[config.mk]
export PLATFORM = sky130hd
export DESIGN_NAME = link_req_serializer
export DESIGN_NICKNAME = d
export VERILOG_FILES = /design/src/rtl/link_req_pkg.sv /design/src/rtl/link_req_frame_build.sv /design/src/rtl/link_req_shift.sv /design/src/rtl/link_req_serializer.sv
export SDC_FILE = /design/constraint.sdc
export NUM_CORES = 1
export LEC_CHECK = 0
export BUFFER_PORTS_ARGS = -buffer_cell sky130_fd_sc_hd__buf_2
export CAP_MARGIN = 20
export CORE_MARGIN = 8
export CORE_UTILIZATION = 52
export DETAILED_ROUTE_END_ITERATION = 16
export GPL_TIMING_DRIVEN = 1
export PLACE_DENSITY_LB_ADDON = 0.15
export SYNTH_ARGS = -nofsm -noshare
export SYNTH_HDL_FRONTEND = slang
export SYNTH_SLANG_ARGS = --single-unit
[constraint.sdc]
create_clock -name clk_i -period 2.3 [get_ports clk_i]
set_clock_uncertainty 0.1 [all_clocks]
set_input_delay 0.115 -clock clk_i [delete_from_list [all_inputs] [get_ports clk_i]]
set_output_delay 0.115 -clock clk_i [all_outputs]
set_load 0.02 [all_outputs]
[src/rtl/link_req_pkg.sv]
package link_req_pkg;
  typedef enum logic [2:0] {
    RQ_IMM  = 3'd0,
    RQ_ISO  = 3'd1,
    RQ_PRI  = 3'd2,
    RQ_FAIR = 3'd3,
    RQ_RD   = 3'd4,
    RQ_WR   = 3'd5,
    RQ_ACC  = 3'd6,
    RQ_RSVD = 3'd7
  } req_kind_e;

  localparam int unsigned KIND_W  = 3;
  localparam int unsigned SPEED_W = 3;
endpackage

[src/rtl/link_req_frame_build.sv]
module link_req_frame_build
  import link_req_pkg::*;
#(
  parameter int unsigned ADDR_W  = 4,
  parameter int unsigned DATA_W  = 8,
  parameter int unsigned FRAME_W = ADDR_W + DATA_W + 5,
  parameter int unsigned LEN_W   = $clog2(FRAME_W + 1)
) (
  input  logic [KIND_W-1:0]  kind_i,
  input  logic [SPEED_W-1:0] speed_i,
  input  logic [ADDR_W-1:0]  addr_i,
  input  logic [DATA_W-1:0]  data_i,
  input  logic               accel_i,
  output logic [FRAME_W-1:0] frame_o,
  output logic [LEN_W-1:0]   len_o,
  output logic               legal_o
);
  localparam int unsigned BUS_W = 1 + KIND_W + SPEED_W;
  localparam int unsigned RD_W  = 1 + KIND_W + ADDR_W;
  localparam int unsigned WR_W  = 1 + KIND_W + ADDR_W + DATA_W;
  localparam int unsigned ACC_W = 1 + KIND_W + 1;

  req_kind_e kind;
  assign kind = req_kind_e'(kind_i);

  // frame is left-justified; trailing zeros form the stop bit
  always_comb begin
    frame_o = '0;
    len_o   = '0;
    legal_o = 1'b1;
    unique case (kind)
      RQ_IMM, RQ_ISO, RQ_PRI, RQ_FAIR: begin
        frame_o[FRAME_W-1 -: BUS_W] = {1'b1, kind_i, speed_i};
        len_o = speed_i[0] ? LEN_W'(BUS_W + 1) : LEN_W'(BUS_W);
      end
      RQ_RD: begin
        frame_o[FRAME_W-1 -: RD_W] = {1'b1, kind_i, addr_i};
        len_o = LEN_W'(RD_W + 1);
      end
      RQ_WR: begin
        frame_o[FRAME_W-1 -: WR_W] = {1'b1, kind_i, addr_i, data_i};
        len_o = LEN_W'(WR_W + 1);
      end
      RQ_ACC: begin
        frame_o[FRAME_W-1 -: ACC_W] = {1'b1, kind_i, accel_i};
        len_o = LEN_W'(ACC_W + 1);
      end
      default: legal_o = 1'b0;
    endcase
  end
endmodule

[src/rtl/link_req_shift.sv]
module link_req_shift #(
  parameter int unsigned FRAME_W = 17,
  parameter int unsigned LEN_W   = $clog2(FRAME_W + 1)
) (
  input  logic               clk_i,
  input  logic               rst_ni,
  input  logic               load_i,
  input  logic [FRAME_W-1:0] frame_i,
  input  logic [LEN_W-1:0]   len_i,
  output logic               busy_o,
  output logic               bit_o
);
  logic [FRAME_W-1:0] sh_q;
  logic [LEN_W-1:0]   cnt_q;

  always_ff @(posedge clk_i or negedge rst_ni) begin
    if (!rst_ni) begin
      sh_q  <= '0;
      cnt_q <= '0;
    end else if (load_i) begin
      sh_q  <= frame_i;
      cnt_q <= len_i;
    end else if (cnt_q != '0) begin
      sh_q  <= sh_q << 1;
      cnt_q <= cnt_q - LEN_W'(1);
    end
  end

  assign busy_o = (cnt_q != '0);
  assign bit_o  = busy_o & sh_q[FRAME_W-1];
endmodule

[src/rtl/link_req_serializer.sv]
module link_req_serializer
  import link_req_pkg::*;
#(
  parameter int unsigned ADDR_W = 4,
  parameter int unsigned DATA_W = 8
) (
  input  logic              clk_i,
  input  logic              rst_ni,
  input  logic              cmd_valid_i,
  output logic              cmd_ready_o,
  input  logic [2:0]        cmd_type_i,
  input  logic [2:0]        cmd_speed_i,
  input  logic [ADDR_W-1:0] cmd_addr_i,
  input  logic [DATA_W-1:0] cmd_data_i,
  input  logic              cmd_accel_i,
  output logic              req_line_o,
  output logic              cmd_err_o
);
  localparam int unsigned FRAME_W = ADDR_W + DATA_W + 5;
  localparam int unsigned LEN_W   = $clog2(FRAME_W + 1);

  logic [FRAME_W-1:0] frame;
  logic [LEN_W-1:0]   len;
  logic               legal, busy, take, err_q;

  link_req_frame_build #(
    .ADDR_W (ADDR_W),
    .DATA_W (DATA_W),
    .FRAME_W(FRAME_W),
    .LEN_W  (LEN_W)
  ) u_build (
    .kind_i (cmd_type_i),
    .speed_i(cmd_speed_i),
    .addr_i (cmd_addr_i),
    .data_i (cmd_data_i),
    .accel_i(cmd_accel_i),
    .frame_o(frame),
    .len_o  (len),
    .legal_o(legal)
  );

  assign take = cmd_valid_i & cmd_ready_o;

  link_req_shift #(
    .FRAME_W(FRAME_W),
    .LEN_W  (LEN_W)
  ) u_shift (
    .clk_i  (clk_i),
    .rst_ni (rst_ni),
    .load_i (take & legal),
    .frame_i(frame),
    .len_i  (len),
    .busy_o (busy),
    .bit_o  (req_line_o)
  );

  always_ff @(posedge clk_i or negedge rst_ni) begin
    if (!rst_ni) err_q <= 1'b0;
    else         err_q <= take & ~legal;
  end

  assign cmd_ready_o = ~busy;
  assign cmd_err_o   = err_q;
endmodule

Yosys cells after proc, flatten, opt, wreduce, memory -nomap -nowiden
Index checks and enable logic that the tools add are counted.

Input port bits: 22. Logic and storage cells: 33. Output and inout port bits: 3. Bits in registers: 23.

$add $sub $neg: 1. Mux-type cells: 11. Reductions and logical operators: 6. Bitwise logic cells: 6. Equality and inequality tests: 6.

Operators with widths (number): $mux 17 (2); $pmux 5 s4 (1); $pmux 5 s3 (1); $mux 5 (2); $eq 3x3->1 const B (3); $mux 8 (1); $reduce_or 7->1 (1); $eq 3x2->1 const B (2); $reduce_bool 5->1 (1); $sub 5x1->5 const B (1); $and 1x1->1 (4); $mux 4 (1); $pmux 2 s2 (1); $reduce_or 4->1 (1); $eq 3x1->1 const B (1); $logic_not 3->1 (1); $mux 1 (2); $not 1->1 (2); $reduce_bool 2->1 (1); $reduce_or 2->1 (1).

Depth between registers and ports, before layout
Gate-level depths: netlist of run 1.

Word-level depth: 5. Gate-level depth with buffers: 10. Depth with buffers taken out: 8.

Modules after synthesis
A second synthesis of run 1 with hierarchy kept.

Cell total of the unflattened synthesis: 141. Area, all modules: 1335.0 um2.

By module, submodules not included: link_req_shift (sequential area each 550.5 um2, cells each 102, times used 1, area each 1066.0 um2); link_req_frame_build (sequential area each 0.0 um2, cells each 35, times used 1, area each 224.0 um2); link_req_serializer (sequential area each 25.0 um2, cells each 4, times used 1, area each 45.0 um2).

Worst setup path after synthesis of run 1
OpenSTA, ideal clock, no wires.

Path kind: reg2reg. Start point: register u_shift.cnt_q[0]. End point: register u_shift.sh_q[16]. Arrival time: 1790 ps. Path buffers: 2. Cell stages (with the launch flop): 10. Setup time: 121 ps. Data required time: 2079 ps. Path slack: 289 ps. Period minus slack after synthesis: 2011 ps. Path through: dfrtp_1 > inv_1 > ha_1 > or3b_1 > or2_1 > buf_6 > clkinv_2 > buf_4 > nand2_2 > o22a_1.

Cells in the longest elaborated chain, start to end: 5. Elaborated cells between the ends (all ways): 6. Classes of those cells: 1 x mux; 3 x bitwise; 2 x reduce/logical.

Ends and longest elaborated chain: from (decl) (line link_req_shift.sv:14) `logic [LEN_W-1:0] cnt_q;`; from (signal assigned) (line link_req_shift.sv:22) `cnt_q <= len_i;`; from (signal assigned) (line link_req_shift.sv:25) `cnt_q <= cnt_q - LEN_W'(1);`; $reduce_bool 5->1 * (line link_req_shift.sv:23, link_req_shift.sv:29); $not 1->1 (line link_req_serializer.sv:62) `assign cmd_ready_o = ~busy;`; $and 1x1->1 (line link_req_serializer.sv:42) `assign take = cmd_valid_i & cmd_ready_o;`; $and 1x1->1 (line link_req_serializer.sv:50) `.load_i (take & legal),`; $mux 17 / $reduce_bool 2->1 (equally long branches); to (signal assigned) (line link_req_shift.sv:21) `sh_q <= frame_i;`; to (signal assigned) (line link_req_shift.sv:24) `sh_q <= sh_q << 1;`; to (decl) (line link_req_shift.sv:13) `logic [FRAME_W-1:0] sh_q;`.

Every way passes the cells marked *; elsewhere a longest branch is shown, timed or not. A chain may end at the register's enable or synchronous reset.

Worst setup path after layout of run 1
Start point: register u_shift.cnt_q[1]. End point: output req_line_o.

Cells in the longest elaborated chain, start to end: 2.

Ends and longest elaborated chain: $reduce_bool 5->1 (line link_req_shift.sv:29) `assign busy_o = (cnt_q != '0);`; $and 1x1->1 (line link_req_shift.sv:30) `assign bit_o = busy_o & sh_q[FRAME_W-1];`; to (decl) (line link_req_serializer.sv:16) `output logic req_line_o,`.

No other way between the ends.

==> results of run 1 <==
==> power by group <==
group          leakage, µW  internal, µW  total [µW]  switching [µW]
registers         0.000279           549         652             103
clock network    0.0000279           176         301             125
logic             0.000391           355         665             310
==> Yosys cell counts <==
cell type,instances
a211oi_1,3
a21o_1,1
a21oi_1,5
a221oi_1,1
a22oi_1,1
a2bb2oi_2,7
a31oi_1,1
a32o_1,1
and2_1,1
and4_1,1
buf_2,1
buf_4,2
buf_6,1
clkbuf_1,2
clkinv_2,1
dfrtp_1,22
ha_1,1
inv_1,6
nand2_1,18
nand2_2,1
nand3_1,5
nor2_1,4
nor2b_1,3
nor3_1,1
o211ai_1,1
o21ai_0,13
o221ai_1,1
o22a_1,1
o22ai_1,4
o31ai_1,2
or2_1,1
or3b_1,1
xnor2_1,2
==> layer usage <==
| layer | vias to the layer above | track usage (%) |
|---|---|---|
| met5 | - | 0 |
| met4 | 0 | 5.41 |
| met3 | 4 | 3.23 |
| met2 | 19 | 24.8 |
| met1 | 475 | 17.7 |
| li1 | 498 | - |
==> stage by stage <==
stage / power, µW / std cells / cell area (µm²) / hold WS, ns / setup slack (ns)
floorplan: 1090 / 116 / 1140 / -0.281 / 0.289
global placement: 1200 / 165 / 1280 / 0.0117 / 0.140
detailed placement: 1230 / 165 / 1280 / 0.0111 / 0.0464
CTS: 1560 / 180 / 1440 / 0.0108 / 0.00145
global route: 1730 / 185 / 1490 / 0.0305 / 0.0263
finish: 1620 / 185 / 1490 / 0.0112 / 0.0911
==> worst paths after layout <==
check | start | endpoint | slack [ns] | cells past startpoint
min reg2reg | u_shift.sh_q[14] | u_shift.sh_q[15] | 0.40 | 2
max | u_shift.cnt_q[1] | req_line_o | 0.09 | 8
max reg2reg | u_shift.cnt_q[1] | u_shift.sh_q[4] | 0.13 | 8
min in group asynchronous | rst_ni | u_shift.sh_q[6] | 0.18 | 2
max in group asynchronous | rst_ni | u_shift.sh_q[13] | 1.57 | 2
min | cmd_valid_i | cmd_err_o | 0.01 | 3
==> flip-flops by register name, indices dropped and copies added, names as in the netlist <==
register,cells
u_shift.cnt_q,5
cmd_err_o,1
u_shift.sh_q,16
==> worst max-delay path, delay by kind of cell, from the launching register on <==
family / cells / cell delay, ns
flip-flops: 1 / 0.41
buffers and inverters: 4 / 0.42
adder cells (fa/ha/maj): 1 / 0.18
AND/OR/NAND/NOR: 3 / 0.67
==> what timing repair did <==
action                                 CTS  global route
buffers inserted                         1             5
hold buffers                            10             0
endpoints found under the hold margin   31             0
resized for setup                        1             6
setup endpoints to repair                2             9
==> logic make-up after synthesis <==
family	Yosys count
AO/OA/AOI/OAI	42
XOR/XNOR	2
adder cells (fa/ha/maj)	1
buffers and inverters	13
flip-flops	22
AND/OR/NAND/NOR	36
==> area by class of cell <==
type / instances / share of cell area, %
clock buffers: 3 / 1.51
clock inverters: 1 / 2.01
inverters: 7 / 1.93
multi-input cells: 81 / 35.5
flip-flops and latches: 22 / 36.9
well taps: 28 / 2.35
repair buffers: 43 / 19.8
==> qor.yml, run 1 <==
layout:
  regArea_um2: 551
  layout_commonest_cell: "buf_2"
  multiInputGateArea_um2: 529
  nFillCells: 180
  final_util_pct: 69.4
  final_cell_mix: "buf_2 (24), dfrtp_1 (22), nand2_1 (18)"
  layout-drive-gt1-share_pct: 31.8
  nNetsFinal: 181
  area_growth_syn_to_layout_pct: 31.1
  antenna_cells: 0
placement:
  numPortBuffers: 24
  gp_congestion: 0.790
  place_hpwl_um: 1910
sta:
  worst_pin_slew_ns: 0.505
  grt_setup_unrepaired: "false"
  final-max-slew-violation-count: 0
  fmax_mhz: 453
  fin_crit_sh_pct: 96.0
  hold_violations: 0
  slew_headroom_pct: 66.3
  setup_viol: 0
  fin_crit_ns: 2.21
  setup_tns_ns: 0
global_route:
  grt_pass1_vias: 1069
  grt_remaining_overflow: 0
  grt_max_degree: 23
  antenna_found_initial: 0
  grt_util_all_layers_pct: 14.7
  grt_pass1_wl_um: 4820
synth:
  synth_fp_nets: 139
  synth-seq-cells: 22
  syn_area_per_cell_um2: 9.80
  netlist_area_um2: 1140
  synth-simple-area-share_pct: 14.7
  synthAdderAreaFrac_pct: 1.10
  synthDistinctLibCells: 33
  muxShareOfSynthArea_pct: 0
  netlist_instances: 116
  synth_compound_area_share_pct: 28.4
  synth_top_family_by_area: "compound AO/OA/AOI/OAI gates"
  synth_top_area_cell: "dfrtp_1"
  yosysTopAreaCellShare_pct: 48.4
  synth_area_leaders: "dfrtp_1 (48%), a2bb2oi_2 (9.2%), nand2_1 (5.9%), o21ai_0 (5.7%), a21oi_1 (2.2%)"
  synth_xor_area_share_pct: 1.54
  ys_seq_area_share_pct: 48.4
  yosysWarningCount: 0
die:
  core_area_um2: 2150
  die_h_um: 62.8
  start_util_pct: 52.9
  io_pins: 25
  dieArea_um2: 3940
  dieWidth_um: 62.8
  rows: 17
hold_path:
  hold_class: "primary input to flop"
cts:
  clk_path_buf_depth: 2
  ctsHtreeMaxLevel: 1
  cts.sinks: 22
  clock_latency_ns: 0.31
  tritoncts: "yes"
  numCtsBuffers: 3
  clk_pin_slew_ns: 0.12
  root_buffer: "clkbuf_4"
detailed_routing:
  wirelength_um: 2720
  first_pass_iters: 4
  drt_iter0_markers: 40
  wl_met3_um: 90
  wl_met1_um: 1280
  vias_per_cell: 5.38
  antenna_left: 0
  drc_errors: 0
  wl_met2_um: 1320
  vias: 996
  top_layer: "met4"
  avgRoutedWirePerCell_um: 14.7
power:
  cellLeakagePower_uw: 0.000699
  p_per_area_nw_per_um2: 1090
  vdd_ir_drop_max_mv: 0.703
worst_setup_path:
  critPathKind: "flop to primary output"
  crit_slowest_cell: "dfrtp_1"
  max_stage_delay_ns: 0.41
  crit_fanout: 8
  crit_arrival_ns: 1.99
  startpoint_type: "flop"
  end_kind: "primary output"
  crit_path_cell_trace: "inv_1, ha_2, or3b_4, or2_4, inv_4, buf_8, nor2b_1, buf_2"
  crit_required_ns: 2.09
outcome:
  status: "complete, no violations"
job:
  cap_violations: 0
(Power assumes the default switching activity.)
==> run 2, diff against run 1 <==
- CORE_UTILIZATION: 52 -> 50
- GPL_TIMING_DRIVEN: 1 -> 0
==> run 2 against run 1 <==
Setup slack lost 0.042 ns. Core utilization shrank 0.32 points. Final cell count is 1.6% higher. Flip-flop and latch count stayed put. Critical endpoint unchanged. Largest cell class unchanged. Largest power group unchanged.
==> qor.yml, run 2 (same netlist as run 1, synthesis figures left out) <==
hold_path:
  hold_class: "primary input to flop"
  holdPathEnd: "cmd_err_o"
  min_from: "cmd_type_i[0]"
  whs_path_depth: 3
layout:
  multiInputGateArea_um2: 538
  final_util_pct: 69.1
  layout-drive-gt1-share_pct: 30.6
  nNetsFinal: 185
  layout_commonest_cell: "dfrtp_1"
  largest-register: "u_shift.sh_q"
  final_cell_mix: "dfrtp_1 (22), buf_2 (21), nand2_1 (18)"
  nFillCells: 182
  antenna_cells: 0
  area_growth_syn_to_layout_pct: 33.1
  largest_register_ffs: 16
  regArea_um2: 551
  layout.cells.non_filler: 188
sta:
  setup_tns_ns: 0
  slew_headroom_pct: 67.3
  hold_violations: 0
  fmax_mhz: 444
  fin_crit_sh_pct: 97.9
  grt_setup_unrepaired: "true"
  worst_pin_slew_ns: 0.490
  fin_crit_ns: 2.25
  final-max-slew-violation-count: 0
  hold_slack_ns: 0.0685
  setup_viol: 0
worst_setup_path:
  worstReg2RegEnd: "u_shift.sh_q[16]"
  reg2reg_depth: 10
  crit_family: "simple AND/OR/NAND/NOR gates"
  r2r-start: "u_shift.cnt_q[0]"
  worst-r2r-setup-slack_ns: 0.08
  end_kind: "primary output"
  max_stage_delay_ns: 0.39
  path_buf_inv: 5
  crit_fanout: 8
  crit_required_ns: 2.09
  crit_arrival_ns: 2.04
  crit_path_cell_trace: "inv_1, ha_2, or3b_4, or2_1, buf_6, inv_4, buf_6, nor2b_4, buf_6"
  critPathKind: "flop to primary output"
  crit_top_cell: "buf_6"
  crit_slowest_cell: "dfrtp_1"
  startpoint_type: "flop"
outcome:
  status: "complete, no violations"
detailed_routing:
  drc_errors: 0
  vias_per_cell: 5.47
  drt_iter0_markers: 54
  avgRoutedWirePerCell_um: 15.1
  antenna_left: 0
  wirelength_um: 2850
  first_pass_iters: 4
  vias: 1029
global_route:
  grt_util_all_layers_pct: 14.1
  grt_pass1_vias: 1019
  grt_max_degree: 23
  grt_pass1_wl_um: 4640
  antenna_found_initial: 0
  grt_remaining_overflow: 0
die:
  rows: 17
  dieArea_um2: 4060
  io_pins: 25
  dieWidth_um: 63.7
  core_area_um2: 2190
  start_util_pct: 51.9
  die_h_um: 63.7
cts:
  root_buffer: "clkbuf_4"
  tritoncts: "yes"
  ctsHtreeMaxLevel: 1
  clk_path_buf_depth: 2
  cts.sinks: 22
  clk_pin_slew_ns: 0.11
  clock_latency_ns: 0.30
  numCtsBuffers: 3
job:
  cap_violations: 0
power:
  clkPwrFrac_pct: 10.8
  pwr-share-seq_pct: 41.6
  vdd_ir_drop_max_mv: 0.701
  cellLeakagePower_uw: 0.000708
  switching_share_pct: 34.4
  switchingPower_uw: 532
  comb_power_share_pct: 47.6
  p_per_area_nw_per_um2: 1020
  p_int_uw: 1010
placement:
  numPortBuffers: 23
  placedCellCount: 167
  place_hpwl_um: 1900
  gp_congestion: 0.724
==> run 2: cell type report <==
class / count / area share [%]
clock buffer: 3 / 1.49
tap: 28 / 2.31
sequential: 22 / 36.4
timing repair buffer: 41 / 19.2
multi-input combinational: 81 / 35.5
inverter: 7 / 1.90
buffer: 6 / 3.22
==> run 2: metrics by stage <==
stage	total power, µW	setup WS [ns]	instance area [µm²]
finish	1550	0.0493	1510
global route	1660	-0.0554	1510
CTS	1450	0.00386	1440
detailed placement	1230	0.0946	1290
global placement	1210	0.138	1290
floorplan	1090	0.289	1140
==> run 2: repair_timing <==
action | in CTS | in global routing
gates cloned | 0 | 0
pin swaps | 0 | 1
gates resized for setup | 1 | 11
setup buffers | 2 | 5
setup endpoints to repair | 2 | 2
endpoints found under the hold margin | 32 | 0
hold buffers | 11 | 0
==> run 2: worst max path at each step <==
stage | start | slack, ns | to | depth (start not counted)
after global placement | u_shift.cnt_q[0] | 0.14 | u_shift.sh_q[16] | 9
final | u_shift.cnt_q[0] | 0.05 | req_line_o | 9
after floorplan | u_shift.cnt_q[0] | 0.29 | u_shift.sh_q[16] | 9
after detailed placement | u_shift.cnt_q[0] | 0.09 | u_shift.sh_q[16] | 9
after global routing | u_shift.cnt_q[0] | -0.06 | req_line_o | 9
after CTS | u_shift.cnt_q[0] | 0.004 | req_line_o | 9
==> run 2: power groups by stage <==
stage / Clock, µW / Combinational, µW / Sequential, µW
3_3_place_gp: 0 / 556 / 651
2_1_floorplan: 0 / 456 / 632
3_5_place_dp: 0 / 579 / 655
6_report: 166 / 737 / 644
4_1_cts: 174 / 634 / 640
5_1_grt: 192 / 803 / 661
==> run 2: metal layers <==
layer	vias up	part of all wire, %	track usage [%]	routed length [µm]
li1	508	-	-	-
met2	29	50	22.9	1420
met1	488	44	17.3	1240
met3	4	5.7	4.59	161
met4	0	1.0	4.18	29
met5	-	0	0	0
==> run 2: worst reg2reg max path, delay by kind of cell (launching register included) <==
| kind | cells | cell delay [ns] |
|---|---|---|
| buf+inv | 5 | 0.51 |
| flops | 1 | 0.39 |
| simple gates | 3 | 0.71 |
| compound gates | 1 | 0.22 |
| fa+ha+maj | 1 | 0.17 |
==> run 3, diff against run 2 <==
- GPL_TIMING_DRIVEN: 0 -> not set
- clock period: 2.3 -> 2.4 ns (I/O delays scaled with it)
==> run 3 against run 2 <==
Register-to-register slack improved by 0.14 ns. Worst hold slack lost 0.032 ns. Combinational power decreased by 26%. Clock power grew 27%. Global-route usage shrank 0.20 points. Via count shrank 2.9%. Setup slack improved by 0.13 ns. Sequential power down 2%. Largest power group is now registers.
==> qor.yml, run 3 (same netlist as run 1, synthesis figures left out) <==
outcome:
  status: "complete, no violations"
detailed_routing:
  drt_iter0_markers: 51
  antenna_left: 0
  avgRoutedWirePerCell_um: 14.9
  vias: 999
  vias_per_cell: 5.58
  wirelength_um: 2670
  drc_errors: 0
  first_pass_iters: 4
layout:
  layout-drive-gt1-share_pct: 27.2
  final_cell_mix: "buf_2 (24), dfrtp_1 (22), nand2_1 (18)"
  area_growth_syn_to_layout_pct: 25.1
  largest-register: "u_shift.sh_q"
  antenna_cells: 0
  final_util_pct: 64.9
  stdcell_area_um2: 1420
  nFillCells: 167
  multiInputGateArea_um2: 528
  layout_commonest_cell: "buf_2"
  regArea_um2: 551
  nNetsFinal: 175
  largest_register_ffs: 16
cts:
  cts.sinks: 22
  numCtsBuffers: 3
  root_buffer: "clkbuf_4"
  clock_latency_ns: 0.32
  ctsHtreeMaxLevel: 1
  tritoncts: "yes"
  cts_setup_buffers: 0
  clk_path_buf_depth: 2
  clk_pin_slew_ns: 0.13
die:
  die_h_um: 63.7
  start_util_pct: 51.9
  io_pins: 25
  dieArea_um2: 4060
  rows: 17
  core_area_um2: 2190
  dieWidth_um: 63.7
power:
  p_per_area_nw_per_um2: 975
  cellLeakagePower_uw: 0.000656
  vdd_ir_drop_max_mv: 0.540
sta:
  fmax_mhz: 450
  setup_tns_ns: 0
  fin_crit_sh_pct: 92.6
  grt_setup_unrepaired: "false"
  worst_pin_slew_ns: 0.498
  slew_headroom_pct: 66.8
  final-max-slew-violation-count: 0
  hold_slack_ns: 0.0369
  fin_crit_ns: 2.22
  hold_violations: 0
  setup_viol: 0
worst_setup_path:
  critPathKind: "flop to primary output"
  end_kind: "primary output"
  worst-r2r-setup-slack_ns: 0.22
  critPathLaunch: "u_shift.cnt_q[0]"
  reg2reg_depth: 8
  startpoint_type: "flop"
  r2r-start: "u_shift.cnt_q[0]"
  crit_arrival_ns: 2.00
  crit_required_ns: 2.18
  worstReg2RegEnd: "u_shift.sh_q[8]"
  crit_fanout: 13
placement:
  place_hpwl_um: 1910
  gp_congestion: 0.868
  numPortBuffers: 24
  placed_area_um2: 1270
global_route:
  grt_util_all_layers_pct: 13.9
  grt_remaining_overflow: 0
  grt_pass1_wl_um: 4740
  grt_max_degree: 23
  grt_pass1_vias: 1069
  antenna_found_initial: 0
hold_path:
  hold_class: "primary input to flop"
  whs_path_depth: 3
  min_from: "cmd_speed_i[2]"
  holdPathEnd: "u_shift.sh_q[12]"
job:
  cap_violations: 0
run 3: changes by cell type in the layout (fill, tap and decap cells not counted), sizes merged:
cell / delta
buf: -8
inv: -1
clkinv: +1
clkbuf: -1
run 3: repair_timing:
| item | CTS | global route |
|---|---|---|
| endpoints found under the hold margin | 32 | 0 |
| hold buffers | 11 | 0 |
| gates resized for setup | 0 | 3 |
| endpoints found under the setup margin | 0 | 7 |
run 3: critical path: stages, from the launching register on:
cell and delay (ns):
dfrtp_1 0.43, inv_1 0.07, ha_1 0.17, or3b_1 0.37, or2_1 0.26, clkinv_2 0.16, nor2b_1 0.06, buf_2 0.16
run 3: stage by stage:
stage                     power (µW)  std cells  setup WS, ns
after floorplan                 1040        116         0.389
after detailed placement        1170        164         0.105
after global placement          1150        164         0.219
after global routing            1500        179        0.0701
after CTS                       1390        179        0.0575
final                           1390        179         0.177
run 3: how the worst max path moves through the flow:
stage | end | slack [ns] | depth (start not counted)
3_3_place_gp | u_shift.sh_q[8] | 0.22 | 8
2_1_floorplan | u_shift.sh_q[16] | 0.39 | 9
3_5_place_dp | u_shift.sh_q[8] | 0.11 | 8
4_1_cts | u_shift.sh_q[8] | 0.06 | 8
5_1_grt | req_line_o | 0.07 | 7
6_report | req_line_o | 0.18 | 7
run 3: metal layers:
| layer | vias to the layer above | routed length, µm | track usage, % |
|---|---|---|---|
| met2 | 24 | 1300 | 22.9 |
| met4 | 0 | 20 | 3.90 |
| met1 | 488 | 1240 | 18.0 |
| met3 | 2 | 109 | 2.65 |
| li1 | 485 | - | - |
| met5 | - | 0 | 0 |
run 3: layout make-up:
class	count	share of cell area [%]
clock buffers	4	2.55
flip-flops and latches	22	38.7
inverters	7	1.93
multi-input cells	81	37.1
repair buffers	37	17.2
well taps	28	2.46
run 3: report_power, final:
group	internal, µW	switching [µW]	total, µW
sequential	526	102	628
combinational	279	269	548
clock	92.8	118	210
